File: src/rtl/src_gate_pkg.sv
package src_gate_pkg;
  localparam int NUM_OUT   = 11;
  localparam int NUM_DED   = 4;
  localparam int NUM_REQ   = NUM_DED + 2;
  localparam int REQ_A     = NUM_DED;
  localparam int REQ_B     = NUM_DED + 1;
  localparam int FREE_LANE = 4;

  typedef enum logic [2:0] {
    SRC_NONE, SRC_D0, SRC_D1, SRC_D2, SRC_D3, SRC_A, SRC_B
  } req_src_e;

  // lane -> governing request; the mapping is fixed by the board wiring
  function automatic req_src_e lane_src(input int k);
    case (k)
      0:             return SRC_D0;
      1:             return SRC_D1;
      3:             return SRC_D2;
      6:             return SRC_D3;
      2, 5, 7, 9:    return SRC_B;
      8, 10:         return SRC_A;
      default:       return SRC_NONE;
    endcase
  endfunction
endpackage

File: src/rtl/phase_gen.sv
module phase_gen #(
  parameter int HALF_CYC = 2
) (
  input  logic clk_i,
  input  logic rst_ni,
  output logic tog_o,
  output logic phase_o
);
  localparam int DW = (HALF_CYC > 1) ? $clog2(HALF_CYC) : 1;
  localparam logic [DW-1:0] LAST = DW'(HALF_CYC - 1);

  logic [DW-1:0] div_q;
  logic          phase_q;

  assign tog_o   = (div_q == LAST);
  assign phase_o = phase_q;

  always_ff @(posedge clk_i or negedge rst_ni) begin
    if (!rst_ni) begin
      div_q   <= '0;
      phase_q <= 1'b0;
    end else begin
      div_q   <= tog_o ? '0 : div_q + 1'b1;
      if (tog_o) phase_q <= ~phase_q;
    end
  end
endmodule

File: src/rtl/req_filter.sv
module req_filter (
  input  logic clk_i,
  input  logic rst_ni,
  input  logic ce_i,     // complement rising edge
  input  logic req_ni,
  output logic acc_no
);
  logic s1_q, s2_q, prev_q, acc_q;

  assign acc_no = acc_q;

  always_ff @(posedge clk_i or negedge rst_ni) begin
    if (!rst_ni) begin
      s1_q   <= 1'b1;
      s2_q   <= 1'b1;
      prev_q <= 1'b1;
      acc_q  <= 1'b1;
    end else begin
      s1_q <= req_ni;
      s2_q <= s1_q;
      if (ce_i) begin
        prev_q <= s2_q;
        if (s2_q == prev_q) acc_q <= s2_q;
      end
    end
  end
endmodule

File: src/rtl/stop_route.sv
module stop_route
  import src_gate_pkg::*;
(
  input  logic [NUM_REQ-1:0] act_i,
  input  logic [NUM_OUT-1:0] msk_i,
  output logic [NUM_OUT-1:0] stop_o
);
  always_comb begin
    for (int k = 0; k < NUM_OUT; k++) begin
      case (lane_src(k))
        SRC_D0:  stop_o[k] = act_i[0];
        SRC_D1:  stop_o[k] = act_i[1];
        SRC_D2:  stop_o[k] = act_i[2];
        SRC_D3:  stop_o[k] = act_i[3];
        SRC_A:   stop_o[k] = act_i[REQ_A] & msk_i[k];
        SRC_B:   stop_o[k] = act_i[REQ_B] & msk_i[k];
        default: stop_o[k] = 1'b0;
      endcase
    end
  end
endmodule

File: src/rtl/out_lane.sv
module out_lane #(
  parameter int RESTART_PER = 2
) (
  input  logic clk_i,
  input  logic rst_ni,
  input  logic tog_i,
  input  logic phase_i,
  input  logic stop_req_i,
  input  logic en_i,
  output logic t_o,
  output logic c_o,
  output logic drv_o
);
  localparam int CW = $clog2(RESTART_PER + 1);
  localparam logic [CW-1:0] CNT_END = CW'(RESTART_PER);

  logic          run_q, run_d;
  logic [CW-1:0] cnt_q, cnt_d;
  logic          t_q, c_q, drv_q;
  logic          phase_nx;

  assign phase_nx = tog_i ? ~phase_i : phase_i;

  always_comb begin
    run_d = run_q;
    cnt_d = cnt_q;
    if (stop_req_i) cnt_d = '0;
    if (tog_i && phase_i) begin
      // true falling: park point, also restart count tick
      if (run_q && stop_req_i)                          run_d = 1'b0;
      else if (!run_q && !stop_req_i && cnt_q != CNT_END) cnt_d = cnt_q + 1'b1;
    end else if (tog_i && !phase_i) begin
      if (!run_q && !stop_req_i && cnt_q == CNT_END)      run_d = 1'b1;
    end
  end

  always_ff @(posedge clk_i or negedge rst_ni) begin
    if (!rst_ni) begin
      run_q <= 1'b1;
      cnt_q <= '0;
      t_q   <= 1'b0;
      c_q   <= 1'b1;
      drv_q <= 1'b1;
    end else begin
      run_q <= run_d;
      cnt_q <= cnt_d;
      t_q   <= run_d & phase_nx;
      c_q   <= run_d & ~phase_nx;
      drv_q <= en_i;
    end
  end

  assign t_o   = t_q;
  assign c_o   = c_q;
  assign drv_o = drv_q;
endmodule

File: src/rtl/src_stop_gate.sv
module src_stop_gate
  import src_gate_pkg::*;
#(
  parameter int HALF_CYC    = 2,
  parameter int RESTART_PER = 2
) (
  input  logic               clk_i,
  input  logic               rst_ni,
  input  logic [NUM_DED-1:0] ded_req_ni,
  input  logic               shr_a_ni,
  input  logic               shr_b_ni,
  input  logic [NUM_OUT-1:0] out_en_i,
  input  logic [NUM_OUT-1:0] stop_msk_i,
  output logic [NUM_OUT-1:0] clk_t_o,
  output logic [NUM_OUT-1:0] clk_c_o,
  output logic [NUM_OUT-1:0] drv_en_o
);
  logic               tog, phase, ce;
  logic [NUM_REQ-1:0] req_n, acc_n, act;
  logic [NUM_OUT-1:0] stop_req;

  assign req_n = {shr_b_ni, shr_a_ni, ded_req_ni};
  assign ce    = tog & phase;
  assign act   = ~acc_n;

  phase_gen #(.HALF_CYC(HALF_CYC)) u_phase (
    .clk_i  (clk_i),
    .rst_ni (rst_ni),
    .tog_o  (tog),
    .phase_o(phase)
  );

  for (genvar r = 0; r < NUM_REQ; r++) begin : g_req
    req_filter u_filt (
      .clk_i (clk_i),
      .rst_ni(rst_ni),
      .ce_i  (ce),
      .req_ni(req_n[r]),
      .acc_no(acc_n[r])
    );
  end

  stop_route u_route (
    .act_i (act),
    .msk_i (stop_msk_i),
    .stop_o(stop_req)
  );

  for (genvar k = 0; k < NUM_OUT; k++) begin : g_lane
    out_lane #(.RESTART_PER(RESTART_PER)) u_lane (
      .clk_i     (clk_i),
      .rst_ni    (rst_ni),
      .tog_i     (tog),
      .phase_i   (phase),
      .stop_req_i(stop_req[k]),
      .en_i      (out_en_i[k]),
      .t_o       (clk_t_o[k]),
      .c_o       (clk_c_o[k]),
      .drv_o     (drv_en_o[k])
    );
  end
endmodule

File: config.mk
export PLATFORM = sky130hd
export DESIGN_NAME = src_stop_gate
export DESIGN_NICKNAME = d
export VERILOG_FILES = /design/src/rtl/src_gate_pkg.sv /design/src/rtl/phase_gen.sv /design/src/rtl/req_filter.sv /design/src/rtl/stop_route.sv /design/src/rtl/out_lane.sv /design/src/rtl/src_stop_gate.sv
export SDC_FILE = /design/constraint.sdc
export NUM_CORES = 1
export LEC_CHECK = 0
export BUFFER_PORTS_ARGS = -buffer_cell sky130_fd_sc_hd__buf_4
export CORE_MARGIN = 5
export CORE_UTILIZATION = 40
export CTS_CLUSTER_SIZE = 12
export DETAILED_ROUTE_END_ITERATION = 8
export GPL_TIMING_DRIVEN = 0
export HOLD_SLACK_MARGIN = 0.08
export PLACE_DENSITY_LB_ADDON = 0.1
export SLEW_MARGIN = 20
export SYNTH_ARGS = -nofsm -noshare
export SYNTH_HDL_FRONTEND = slang
export SYNTH_HIERARCHICAL = 1
export SYNTH_SLANG_ARGS = --single-unit
export TNS_END_PERCENT = 10
File: constraint.sdc
create_clock -name clk_i -period 1.5 [get_ports clk_i]
set_input_delay 0.45 -clock clk_i [delete_from_list [all_inputs] [get_ports clk_i]]
set_output_delay 0.45 -clock clk_i [all_outputs]
set_load 0.05 [all_outputs]
**Word-level counts from Yosys, hierarchy flattened**

Cells that the tools add are included.
W data, S select, Z words.

- Input port bits: 30
- Bits in registers: 92
- Logic and storage cells: 313

- Equal/unequal tests: 28
- Bitwise operators: 32
- Add/sub/neg operators: 12
- Reduce and logical (&&, ||, !) cells: 73
- Muxes and demuxes: 87

Operators by type and width:

| cell | count |
|---|---|
| $mux W2 | 42 |
| $mux W1 | 45 |
| $logic_and A1 B1 Y1 | 44 |
| $and A1 B1 Y1 | 29 |
| $add A2 B1 Y2 const B | 11 |
| $eq A2 B2 Y1 const B | 11 |
| $logic_not A1 Y1 | 22 |
| $ne A2 B2 Y1 const B | 11 |
| $reduce_and A2 Y1 | 7 |
| $eq A1 B1 Y1 | 6 |
| $not A6 Y6 | 1 |
| $not A1 Y1 | 2 |
| $add A1 B1 Y1 const B | 1 |

**Depth between registers and ports, before layout**

- Word-level depth: 9
- Mapped depth: 4

**Modules after synthesis**

The synthesis kept the hierarchy.

Modules (own cells, without submodules):

| module | sequential area each (µm²) | times used | area each (µm²) | cells an instance |
|---|---|---|---|---|
| out_lane | 153.9 | 11 | 291.5 | 23 |
| req_filter | 105.1 | 6 | 143.9 | 10 |
| stop_route | 0.0 | 1 | 78.8 | 12 |
| phase_gen | 50.0 | 1 | 62.6 | 4 |
| src_stop_gate | 0.0 | 1 | 28.8 | 7 |

**Worst setup path before layout**

Ideal clock, no wire load.

- Path kind: reg-to-reg
- From: reg u_phase.div_q, in the netlist u_phase/tog_o
- To: reg g_lane[0].u_lane.cnt_q[0]
- Stages on the path, launching flop included: 4
- Arrival time: 1.561 ns
- Data required time: 1.375 ns
- Path slack: -0.185 ns
- Period minus slack after synthesis: 1.685 ns
- Path through: dfrtp_1 -> ha_1 -> nor3b_2 -> mux2_2

- Cells in the longest elaborated chain, start to end: 2

Ends and longest elaborated chain:

| what | RTL line | text |
|---|---|---|
| from (decl) | phase_gen.sv:12 | `logic [DW-1:0] div_q;` |
| from (signal assigned) | phase_gen.sv:23 | `div_q <= tog_o ? '0 : div_q + 1'b1;` |
| $logic_and A1 B1 Y1 | out_lane.sv:28 | `if (tog_i && phase_i) begin` |
| $mux W2 | out_lane.sv:28 |  |
| via g_lane[0].u_lane.cnt_d[0] | out_lane.sv:18 | `logic [CW-1:0] cnt_q, cnt_d;` |
| to (signal assigned) | out_lane.sv:46 | `cnt_q <= cnt_d;` |
| to (decl) | out_lane.sv:18 |  |

The timed path passes the listed nets, and every way through them passes these cells.
A chain may end at the register's enable or synchronous reset.

**Worst setup path after layout**

- From: reg g_lane[10].u_lane.drv_q
- To: out drv_en_o[10]

RTL lines:

| what | RTL line | text |
|---|---|---|
| from (decl) | out_lane.sv:19 | `logic t_q, c_q, drv_q;` |
| from (signal assigned) | out_lane.sv:49 | `drv_q <= en_i;` |
| to (decl) | src_stop_gate.sv:16 | `output logic [NUM_OUT-1:0] drv_en_o` |

No word-level cell between the ends.

==> key figures <==
Placed design
  • Placed Cells incl. Taps: 529
  • Hpwl dp: 4.64 mm
  • GP Congestion: 0.695
  • Buffers on Ports: 57
  • Place WS: -0.345 ns

STA
  • Worst slew pin tran: 0.813 ns
  • Fmax: 0.665 GHz
  • Final setup violation count: 3
  • Period utilization: 1.00
  • Fin Hold WS: 0.166 ns
  • Final hold violations: 0
  • Clock Skews: 0.00795 ns
  • Final Max Slew Viols: 0
  • Final worst slack: -0.00434 ns
  • Min cycle time layout: 1.50 ns
  • Unrepaired setup endpoints after global routing: true
  • Setup tns final: -0.00760 ns
  • Slew headroom: 0.458

Floorplanning
  • Initial core utilization: 0.411
  • Die W: 113 microns
  • Core area: 10300 sq um
  • Full die area: 12800 sq um
  • Die Span Y: 113 microns
  • Row cnt: 37
  • Num ports: 63

Drt
  • DR iter-0 viols: 84
  • Post-route ant nets: 0
  • Drt pass-1 iters: 4
  • WL/cell: 13.4 microns
  • Via/cell ratio: 4.60
  • Routed Wire Length: 7.38 mm
  • Residual DRC: 0
  • Via count: 2530

Yosys
  • Yosys cell types: 20
  • Sequential element share of the synthesized area: 0.560
  • Number of synthesized register bits: 92
  • Synth area leaders: dfstp_2 (35%), dfrtp_1 (21%), ha_1 (9.7%)
  • Asr flop ratio synth: 1.00
  • Synth warn: 6
  • Syn_area_per_cell: 12.6 sq um
  • Post-Synthesis Net Count: 399
  • Synth area leader: dfstp_2
  • Yosys top cell area share: 0.353
  • Number of enable flip-flop cells after synthesis: 0
  • Cells after synthesis: 336
  • Main flop type after synthesis: dfstp_2
  • Synthesized area: 4240 sq um

Worst setup path
  • Depth of the worst register-to-register path: 3
  • Critical Path Stages: 1
  • CP Buf/Inv Count: 1
  • WP data required: 1.05 ns
  • Critical path's slowest cell: dfstp_2
  • Crit path cell chain: buf_8
  • CP Launch Type: flip-flop
  • Crit path max-delay family: flip-flops
  • CP peak stage delay: 0.55 ns
  • CP endpoint kind: output port
  • Crit path max fanout: 1
  • WS Path Type: reg2out
  • Worst path arrival time: 1.05 ns

Cells and area
  • Commonest non-fill, non-tap cell in the layout: dfstp_2
  • Commonest non-fill, non-tap cells in the layout: dfstp_2 (57), buf_4 (41), inv_1 (35)
  • N_diodes: 0
  • P&R area growth vs syn: 25.9%
  • Fill cells: 904
  • Final net count: 472
  • Ratio of cells with drive above 1 in the final layout: 0.478
  • Non-filler cells, final: 550

Worst hold path
  • Worst Hold Class: in2async

Global routing
  • Initial antenna violation count: 0
  • GRT overflow: 0
  • Global-route wire length before repair: 12.7 mm
  • Vias in the first global route: 2752
  • Pin count of the biggest net entering global routing: 93
  • Global Route Usage Sum: 0.125

Clock tree
  • Max clock buf depth: 2
  • CTS Root Cell: clkbuf_8
  • CTS buffer count: 9
  • H-tree levels: 3
  • Reg clk slew, reported paths: 0.09 ns
  • CTS tree: built
  • Clk Latency, worst-skew pair: 0.36 ns
  • Hold buffer count at cts: 0
  • CTS sink cnt: 92

Power and ir drop
  • Worst VDD drop: 0.853 mV
  • PwrDens: 1380 nW/um^2
  • Total power: 7.36 mW
  • P_leak: 2.39 nW

Job
  • Max_cap viols: 0

Run status
  • Failing checks: setup timing
  • Run status: finished with violations
-- layer usage --
layer	share of wire	global-route usage	vias to the layer above
met5	0	0	-
li1	-	-	1264
met2	0.51	0.212	28
met1	0.44	0.149	1234
met4	0.0064	0.0457	0
met3	0.038	0.0417	4
-- timing repair --
| item | CTS | global route |
|---|---|---|
| resized for setup | 54 | 18 |
| setup buffers | 2 | 3 |
| hold endpoints to repair | 0 | 0 |
| setup endpoints to repair | 63 | 56 |
-- flip-flops by register name, summed over array words and instances (netlist names), 6 cells and up --
| signal | flops |
|---|---|
| g_lane.u_lane/run_q | 11 |
| g_lane.u_lane/cnt_q | 22 |
| g_req.u_filt/prev_q | 6 |
| g_req.u_filt/s2_q | 6 |
| g_req.u_filt/s1_q | 6 |
| g_lane.u_lane/t_o | 11 |
| g_req.u_filt/acc_no | 6 |
| g_lane.u_lane/drv_o | 11 |
| g_lane.u_lane/c_o | 11 |
-- final timing paths --
path	startpoint	slack (ns)	end
hold / removal	rst_ni	0.17	g_lane[0].u_lane/cnt_q[0]$_DFF_PN0_
setup / recovery	g_lane[10].u_lane/drv_o$_DFF_PN1_	-0.004	drv_en_o[10]
min in group clk_i	shr_b_ni	0.18	g_req[5].u_filt/s1_q$_DFF_PN1_
max in group asynchronous	rst_ni	0.73	u_phase/tog_o$_DFF_PN0_
hold reg to reg	g_req[0].u_filt/s1_q$_DFF_PN1_	0.36	g_req[0].u_filt/s2_q$_DFF_PN1_
setup reg to reg	u_phase/phase_o$_DFFE_PN0P_	-0.004	g_lane[5].u_lane/cnt_q[1]$_DFF_PN0_
-- Yosys cell counts, types with 7 or more instances --
master     count
nand4bb_1     11
nand2_1       17
mux2_2        22
dfrtp_1       35
nor2_1        22
nor2b_1       22
nor3b_2       11
a21oi_1       17
and2_1         7
dfstp_2       57
ha_1          33
inv_1         35
a21boi_0      11
a21bo_2       11
-- area by class of cell --
| type | count | area, sq um | share of cell area |
|---|---|---|---|
| Multi-Input combinational cell | 204 | 1790 | 0.335 |
| Inverter | 35 | 131 | 0.0246 |
| Clock inverter | 4 | 32.5 | 0.00609 |
| Clock buffer | 12 | 155 | 0.0291 |
| Sequential cell | 92 | 2380 | 0.446 |
| Tap cell | 136 | 170 | 0.0319 |
| Timing Repair Buffer | 62 | 646 | 0.121 |
| Buffer | 5 | 37.5 | 0.00703 |
-- metrics by stage --
stage | util | instance area (sq um)
after global placement | 0.469 | 4840
after global routing | 0.517 | 5340
final | 0.517 | 5340
after floorplan | - | 4240
after detailed placement | 0.469 | 4840
after CTS | 0.511 | 5270
-- where the power goes --
part	internal (mW)	switching, mW
Sequential	3.20	0.341
Combinational	1.09	1.17
Clock	0.703	0.861
-- kinds of logic after synthesis --
logic type / Yosys count / synth area share
buffers and inverters: 40 / 0.0398
AO/OA/AOI/OAI: 51 / 0.0938
other: 1 / 0.000884
AND/OR/NAND/NOR: 96 / 0.148
XOR/XNOR: 1 / 0.00207
adder cells (fa/ha/maj): 33 / 0.0974
multiplexers: 22 / 0.0584
flip-flops: 92 / 0.560
(Power assumes the default switching activity.)
